--- config.mk ---
export PLATFORM = sky130hd
export DESIGN_NAME = gpio_dual_bank
export DESIGN_NICKNAME = d
export VERILOG_FILES = /design/src/rtl/gpio_pkg.sv /design/src/rtl/gpio_sync.sv /design/src/rtl/gpio_bank.sv /design/src/rtl/gpio_win_dec.sv /design/src/rtl/gpio_dual_bank.sv
export SDC_FILE = /design/constraint.sdc
export NUM_CORES = 1
export LEC_CHECK = 0
export ABC_AREA = 1
export CAP_MARGIN = 20
export CORE_MARGIN = 5
export CORE_UTILIZATION = 55
export DETAILED_ROUTE_END_ITERATION = 6
export PLACE_DENSITY_LB_ADDON = 0.1
export SYNTH_ARGS = -nofsm -noshare
export SYNTH_HDL_FRONTEND = slang
export SYNTH_SLANG_ARGS = --single-unit
--- constraint.sdc ---
create_clock -name clk_i -period 3.7 [get_ports clk_i]
set_input_delay 0.74 -clock clk_i [delete_from_list [all_inputs] [get_ports clk_i]]
set_output_delay 0.74 -clock clk_i [all_outputs]
set_load 0.05 [all_outputs]
--- src/rtl/gpio_pkg.sv ---
package gpio_pkg;
  localparam int unsigned NBANK = 2;
  localparam logic [7:0] IDX_ACT     = 8'h30;
  localparam logic [7:0] IDX_BASE_HI = 8'h60;
  localparam logic [7:0] IDX_BASE_LO = 8'h61;
  localparam logic [7:0] IDX_BANK0   = 8'hF0;

  typedef enum logic [1:0] {SEL_DIR = 2'd0, SEL_DATA = 2'd1, SEL_INV = 2'd2} reg_sel_e;

  function automatic logic [7:0] bank_idx(input int b, input reg_sel_e s);
    return IDX_BANK0 + 8'(3 * b) + 8'(s);
  endfunction
endpackage

--- src/rtl/gpio_sync.sv ---
module gpio_sync #(
  parameter int unsigned W = 16
) (
  input  logic         clk_i,
  input  logic         rst_ni,
  input  logic [W-1:0] d_i,
  output logic [W-1:0] q_o
);
  logic [W-1:0] meta_q, sync_q;
  always_ff @(posedge clk_i or negedge rst_ni) begin
    if (!rst_ni) begin
      meta_q <= '0;
      sync_q <= '0;
    end else begin
      meta_q <= d_i;
      sync_q <= meta_q;
    end
  end
  assign q_o = sync_q;
endmodule

--- src/rtl/gpio_bank.sv ---
module gpio_bank #(
  parameter int unsigned W       = 8,
  parameter logic [W-1:0] PP_MASK = '0
) (
  input  logic         clk_i,
  input  logic         rst_ni,
  input  logic         en_i,
  input  logic         dir_we_i,
  input  logic         data_we_i,
  input  logic         inv_we_i,
  input  logic [W-1:0] wdata_i,
  input  logic [W-1:0] pin_sync_i,
  output logic [W-1:0] dir_o,
  output logic [W-1:0] inv_o,
  output logic [W-1:0] rd_data_o,
  output logic [W-1:0] pin_o,
  output logic [W-1:0] pin_oe_o
);
  logic [W-1:0] dir_q, data_q, inv_q, val;

  always_ff @(posedge clk_i or negedge rst_ni) begin
    if (!rst_ni) begin
      dir_q  <= '1;
      data_q <= '0;
      inv_q  <= '0;
    end else begin
      if (dir_we_i)  dir_q  <= wdata_i;
      if (data_we_i) data_q <= wdata_i;
      if (inv_we_i)  inv_q  <= wdata_i;
    end
  end

  assign val       = data_q ^ inv_q;
  assign rd_data_o = (dir_q & (pin_sync_i ^ inv_q)) | (~dir_q & data_q);
  assign pin_o     = val;
  // push-pull bits drive both levels; others only pull low
  assign pin_oe_o  = {W{en_i}} & ~dir_q & (PP_MASK | ~val);
  assign dir_o     = dir_q;
  assign inv_o     = inv_q;
endmodule

--- src/rtl/gpio_win_dec.sv ---
module gpio_win_dec #(
  parameter int unsigned    AW      = 16,
  parameter logic [AW-1:0]  WIN_MIN = 16'h0100,
  parameter logic [AW-1:0]  WIN_MAX = 16'h0FFF
) (
  input  logic [AW-1:2] base_i,
  input  logic [AW-1:0] addr_i,
  input  logic [1:0]    bank_en_i,
  output logic          hit_o,
  output logic          bank_o,
  output logic          is_data_o
);
  logic [AW-1:0] base_al;
  logic          in_range;
  assign base_al   = {base_i, 2'b00};
  assign in_range  = (base_al >= WIN_MIN) && (base_al <= WIN_MAX);
  assign bank_o    = addr_i[1];
  assign is_data_o = addr_i[0];
  assign hit_o     = in_range && (addr_i[AW-1:2] == base_i) && bank_en_i[addr_i[1]];
endmodule

--- src/rtl/gpio_dual_bank.sv ---
module gpio_dual_bank
  import gpio_pkg::*;
#(
  parameter int unsigned W = 8
) (
  input  logic                clk_i,
  input  logic                rst_ni,
  input  logic                cfg_wr_i,
  input  logic                cfg_rd_i,
  input  logic [7:0]          cfg_idx_i,
  input  logic [7:0]          cfg_wdata_i,
  output logic [7:0]          cfg_rdata_o,
  input  logic                io_wr_i,
  input  logic                io_rd_i,
  input  logic [15:0]         io_addr_i,
  input  logic [7:0]          io_wdata_i,
  output logic [7:0]          io_rdata_o,
  input  logic [NBANK*W-1:0]  pin_i,
  output logic [NBANK*W-1:0]  pin_o,
  output logic [NBANK*W-1:0]  pin_oe_o
);
  localparam int unsigned PW = NBANK * W;

  logic [7:0]                act_q, base_hi_q, base_lo_q;
  logic [NBANK-1:0]          bank_en;
  logic [NBANK-1:0][W-1:0]   dir_q, inv_q, rd_q;
  logic [PW-1:0]             pin_sync;
  logic                      win_hit, win_bank, win_is_data, io_we;
  logic [W-1:0]              bank_wdata;

  always_ff @(posedge clk_i or negedge rst_ni) begin
    if (!rst_ni) begin
      act_q     <= '0;
      base_hi_q <= '0;
      base_lo_q <= '0;
    end else if (cfg_wr_i) begin
      if (cfg_idx_i == IDX_ACT)     act_q     <= cfg_wdata_i;
      if (cfg_idx_i == IDX_BASE_HI) base_hi_q <= cfg_wdata_i;
      if (cfg_idx_i == IDX_BASE_LO) base_lo_q <= cfg_wdata_i;
    end
  end

  gpio_sync #(.W(PW)) u_sync (
    .clk_i (clk_i),
    .rst_ni(rst_ni),
    .d_i   (pin_i),
    .q_o   (pin_sync)
  );

  gpio_win_dec #(.AW(16)) u_dec (
    .base_i   ({base_hi_q, base_lo_q[7:2]}),
    .addr_i   (io_addr_i),
    .bank_en_i(bank_en),
    .hit_o    (win_hit),
    .bank_o   (win_bank),
    .is_data_o(win_is_data)
  );

  // configuration write wins over a same-cycle window write
  assign io_we      = io_wr_i && !cfg_wr_i && win_hit;
  assign bank_wdata = cfg_wr_i ? cfg_wdata_i : io_wdata_i;

  for (genvar b = 0; b < NBANK; b++) begin : g_bank
    localparam logic [W-1:0] PP = (b == 0) ? W'(1) : '0;
    logic dir_we, data_we, inv_we;

    assign bank_en[b] = act_q[0] | act_q[1+b];
    assign dir_we  = (cfg_wr_i && cfg_idx_i == bank_idx(b, SEL_DIR)) ||
                     (io_we && win_bank == 1'(b) && !win_is_data);
    assign data_we = (cfg_wr_i && cfg_idx_i == bank_idx(b, SEL_DATA)) ||
                     (io_we && win_bank == 1'(b) && win_is_data);
    assign inv_we  = cfg_wr_i && cfg_idx_i == bank_idx(b, SEL_INV);

    gpio_bank #(.W(W), .PP_MASK(PP)) u_bank (
      .clk_i     (clk_i),
      .rst_ni    (rst_ni),
      .en_i      (bank_en[b]),
      .dir_we_i  (dir_we),
      .data_we_i (data_we),
      .inv_we_i  (inv_we),
      .wdata_i   (bank_wdata),
      .pin_sync_i(pin_sync[b*W +: W]),
      .dir_o     (dir_q[b]),
      .inv_o     (inv_q[b]),
      .rd_data_o (rd_q[b]),
      .pin_o     (pin_o[b*W +: W]),
      .pin_oe_o  (pin_oe_o[b*W +: W])
    );
  end

  always_comb begin
    cfg_rdata_o = '0;
    if (cfg_rd_i) begin
      if (cfg_idx_i == IDX_ACT)     cfg_rdata_o = act_q;
      if (cfg_idx_i == IDX_BASE_HI) cfg_rdata_o = base_hi_q;
      if (cfg_idx_i == IDX_BASE_LO) cfg_rdata_o = base_lo_q;
      for (int b = 0; b < NBANK; b++) begin
        if (cfg_idx_i == bank_idx(b, SEL_DIR))  cfg_rdata_o = dir_q[b];
        if (cfg_idx_i == bank_idx(b, SEL_DATA)) cfg_rdata_o = rd_q[b];
        if (cfg_idx_i == bank_idx(b, SEL_INV))  cfg_rdata_o = inv_q[b];
      end
    end
  end

  assign io_rdata_o = (io_rd_i && win_hit) ?
                      (win_is_data ? rd_q[win_bank] : dir_q[win_bank]) : 8'hFF;
endmodule

==> results_dict.tcl <==
set metrics [dict create \
    drt_iter0_drc 526 \
    r2r_slack_ns 1.64 \
    vias 5588 \
    clk-insertion-delay-late_ns 0.38 \
    route.detailed.drc 0 \
    wire_per_inst_um 18.88 \
    synth_flop_cell "dfrtp_1" \
    synth-warning-count 0 \
    r2r_end "g_bank[1].u_bank.data_q[2]" \
    worst_hold_path_type "reg -> reg" \
    combPwrFrac 0.200 \
    clkPwrFrac 0.315 \
    min_to "u_sync.q_o[15]" \
    swShare 0.3056 \
    max_cap_violations 0 \
    post-dp-hpwl_um 14520 \
    grt_pass1_vias 5582 \
    wirelength_um 18930 \
    final-hold-violation-count 0 \
    net-switching-power_w 0.0007907 \
    ys_ff_latch 104 \
    root_buffer "clkbuf_8" \
    status "finished clean" \
    peakVddDrop_mv 0.2843 \
    grt_use_total 0.3125 \
    clockBufferDepth 2 \
    intPower_w 0.001797 \
    hold_depth 0 \
    avgSynthCellArea_um2 7.585 \
    synth_area_um2 5635 \
    crit_top_cell "nand2_1" \
    clock_sinks 104 \
    fmax_mhz 286.1 \
    hold_buffers 0 \
    drive_gt1_frac 0.1130 \
    netlist_top_cells_area "dfrtp_1, nand2_1, dfstp_2, nand3_1, o21ai_1" \
    max_slew.worst_pin.slew_ns 0.6286 \
    crit_family "simple AND/OR/NAND/NOR gates" \
    synth.top_cell.area_share 0.3908 \
    die_x_um 111.2 \
    cp.required_ns 2.96 \
    power_density_nw_per_um2 357.3 \
    setup_ws_ns 0.2041 \
    cts_tree "yes" \
    ant_nets 0 \
    cts_buffers 9 \
    grt_max_degree 105 \
    layout.nets 924 \
    post-place-cells 986 \
    setup_violations 0 \
    antenna_cells 0 \
    dieArea_um2 12370 \
    clk_pin_slew_worst_paths_ns 0.10 \
    tns_ns 0 \
    multi_input_area_um2 2678 \
    end_kind "output port" \
    fin_skew_ns 0.01876 \
    critical_path_class "in -> out" \
    first_pass_iters 5 \
    layoutNonFillerInstCount 1003 \
    dp_slack_ns 0.1738 \
    synth-seq-area-share 0.4654 \
    cellLeakagePower_nw 3.410 \
    finalCritPeriodShare 0.9448 \
    synth_edf_count 0 \
    r2r_cells 11 \
    cp.arrival_ns 2.76 \
    rows 37 \
    fin_crit_ns 3.496 \
    start_kind "input pin" \
    p_seq_frac 0.485 \
    grt-ovfl-total 0 \
    htree_levels 3 \
    postSynthCellCount 743 \
    grt_pass1_wl_um 30340 \
    min_from "u_sync.meta_q[15]" \
    num-fill-cells 772 \
    io_buffers 109 \
    globalplace.congestion 1.005 \
    via_per_inst 5.571 \
    dieHeight_um 111.2 \
    start_util 0.5558 \
    yosysUniqueCellTypes 31 \
    slew_violations 0 \
    cpMaxStageDelayCell "clkdlybuf4s50_1" \
    rsz0062_at_grt "no" \
    antenna_found_initial 0 \
    yosys.area.top_type "dfrtp_1" \
    regToRegStartpoint "base_lo_q[4]" \
    coreArea_um2 10140 \
    critPathMaxFanout 9 \
    relSlewSlack 0.5798 \
    syn_nets 805 \
    ioPinCount 110 \
    crit_chain "clkdlybuf4s50_1 > inv_2 > nand2_1 > nor2_1 > nand2_2 > or2_0 > nand2_1 > nand3_1 > nand2_1 > nand3_1 > nand2_1 > inv_1 > buf_4" \
    seqCellArea_um2 2623 \
    syn2layout_area_growth_pct 28.51 \
    max_stage_delay_ns 0.51 \
    async_flop_share 1.000 \
    path_buf_inv 4 \
]
## synthesized netlist by cell type, types with 2 or more instances
library cell	n
nor2_1	43
inv_2	14
dfrtp_1	88
nand3_2	2
nand4_4	4
nor2_4	2
nand2_2	4
inv_1	59
o21ai_0	22
xnor2_1	16
o21ai_1	56
nand4_1	4
o211ai_1	7
or2_0	2
or2_2	4
dfstp_2	16
buf_2	3
nand2_1	248
nor3_1	18
a21oi_1	20
clkbuf_1	12
nand3_1	75
xor2_1	16
## worst max-delay path by stage
stage / depth (start not counted) / slack, ns / startpoint / endpoint
2_1_floorplan: 10 / 0.55 / cfg_idx_i[1] / cfg_rdata_o[3]
3_3_place_gp: 12 / 0.23 / cfg_idx_i[0] / cfg_rdata_o[5]
3_5_place_dp: 12 / 0.17 / cfg_idx_i[0] / cfg_rdata_o[6]
4_1_cts: 13 / 0.16 / cfg_idx_i[2] / cfg_rdata_o[6]
5_1_grt: 13 / 0.005 / cfg_idx_i[0] / cfg_rdata_o[2]
6_report: 13 / 0.20 / cfg_idx_i[2] / cfg_rdata_o[6]
## routing by layer
layer	GRT usage	wire length [µm]	part of all wire	vias up
li1	-	-	-	2626
met4	0.1468	916	0.048	0
met5	0	0	0	-
met2	0.5115	9138	0.48	271
met1	0.4071	7604	0.40	2626
met3	0.04858	1273	0.067	65
## cell type report
cell class,instances,area share
multi-input combinational,550,0.3697
clock buffer,11,0.01952
clock inverter,5,0.01192
timing repair buffer,123,0.1748
tap,136,0.02350
sequential,104,0.3621
inverter,74,0.03836
## registers in the layout, indices dropped and copies added, names as in the netlist
name                  flops
g_bank.u_bank.inv_o      16
g_bank.u_bank.data_q     16
act_q                     8
g_bank.u_bank.dir_o      16
u_sync.meta_q            16
u_sync.q_o               16
base_lo_q                 8
base_hi_q                 8
## power by group through the flow
stage / registers, W / clock network, W / logic [W]
after floorplan: 0.00125 / 0 / 0.000287
after global placement: 0.00127 / 0 / 0.000501
after detailed placement: 0.00128 / 0 / 0.000511
after CTS: 0.00125 / 0.000829 / 0.000515
after global routing: 0.00126 / 0.000871 / 0.000553
final: 0.00126 / 0.000815 / 0.000517
## cell families (layout without fill, tap and decap cells)
family | after synthesis | in the layout | share of synthesized area
buffers and inverters | 89 | 213 | 0.05994
AO/OA/AOI/OAI | 106 | 106 | 0.09791
XOR/XNOR | 32 | 32 | 0.04973
AND/OR/NAND/NOR | 412 | 412 | 0.3270
flip-flops | 104 | 104 | 0.4654
## cells in the final DEF, fill, tap and decap left out, types with 7 or more instances in the layout
cell type	netlist	routed
o211ai_1	7	7
inv_2	14	14
dfrtp_1	88	88
xnor2_1	16	16
a21oi_1	20	20
o21ai_1	56	56
nand3_1	75	75
nor2_1	43	43
clkbuf_8	0	10
dfstp_2	16	16
clkdlybuf4s50_1	0	92
nor3_1	18	18
o21ai_0	22	22
inv_1	59	59
buf_12	0	9
xor2_1	16	16
nand2_1	248	247
buf_4	0	22
## stage by stage
stage               hold WS [ns]  instance area [µm²]  total power (W)  utilization
global route              0.3732                 7242         0.002686       0.7143
global placement          0.3316                 7004         0.001773       0.6909
detailed placement        0.3355                 7004         0.001786       0.6909
CTS                       0.3600                 7232         0.002597       0.7133
finish                    0.3585                 7242         0.002588       0.7143
floorplan                 0.3312                 5635         0.001541            -
## what timing repair did
action	CTS	global route
resized for setup	0	1
setup buffers	0	1
setup endpoints to repair	0	6
(Power assumes the default switching activity.)
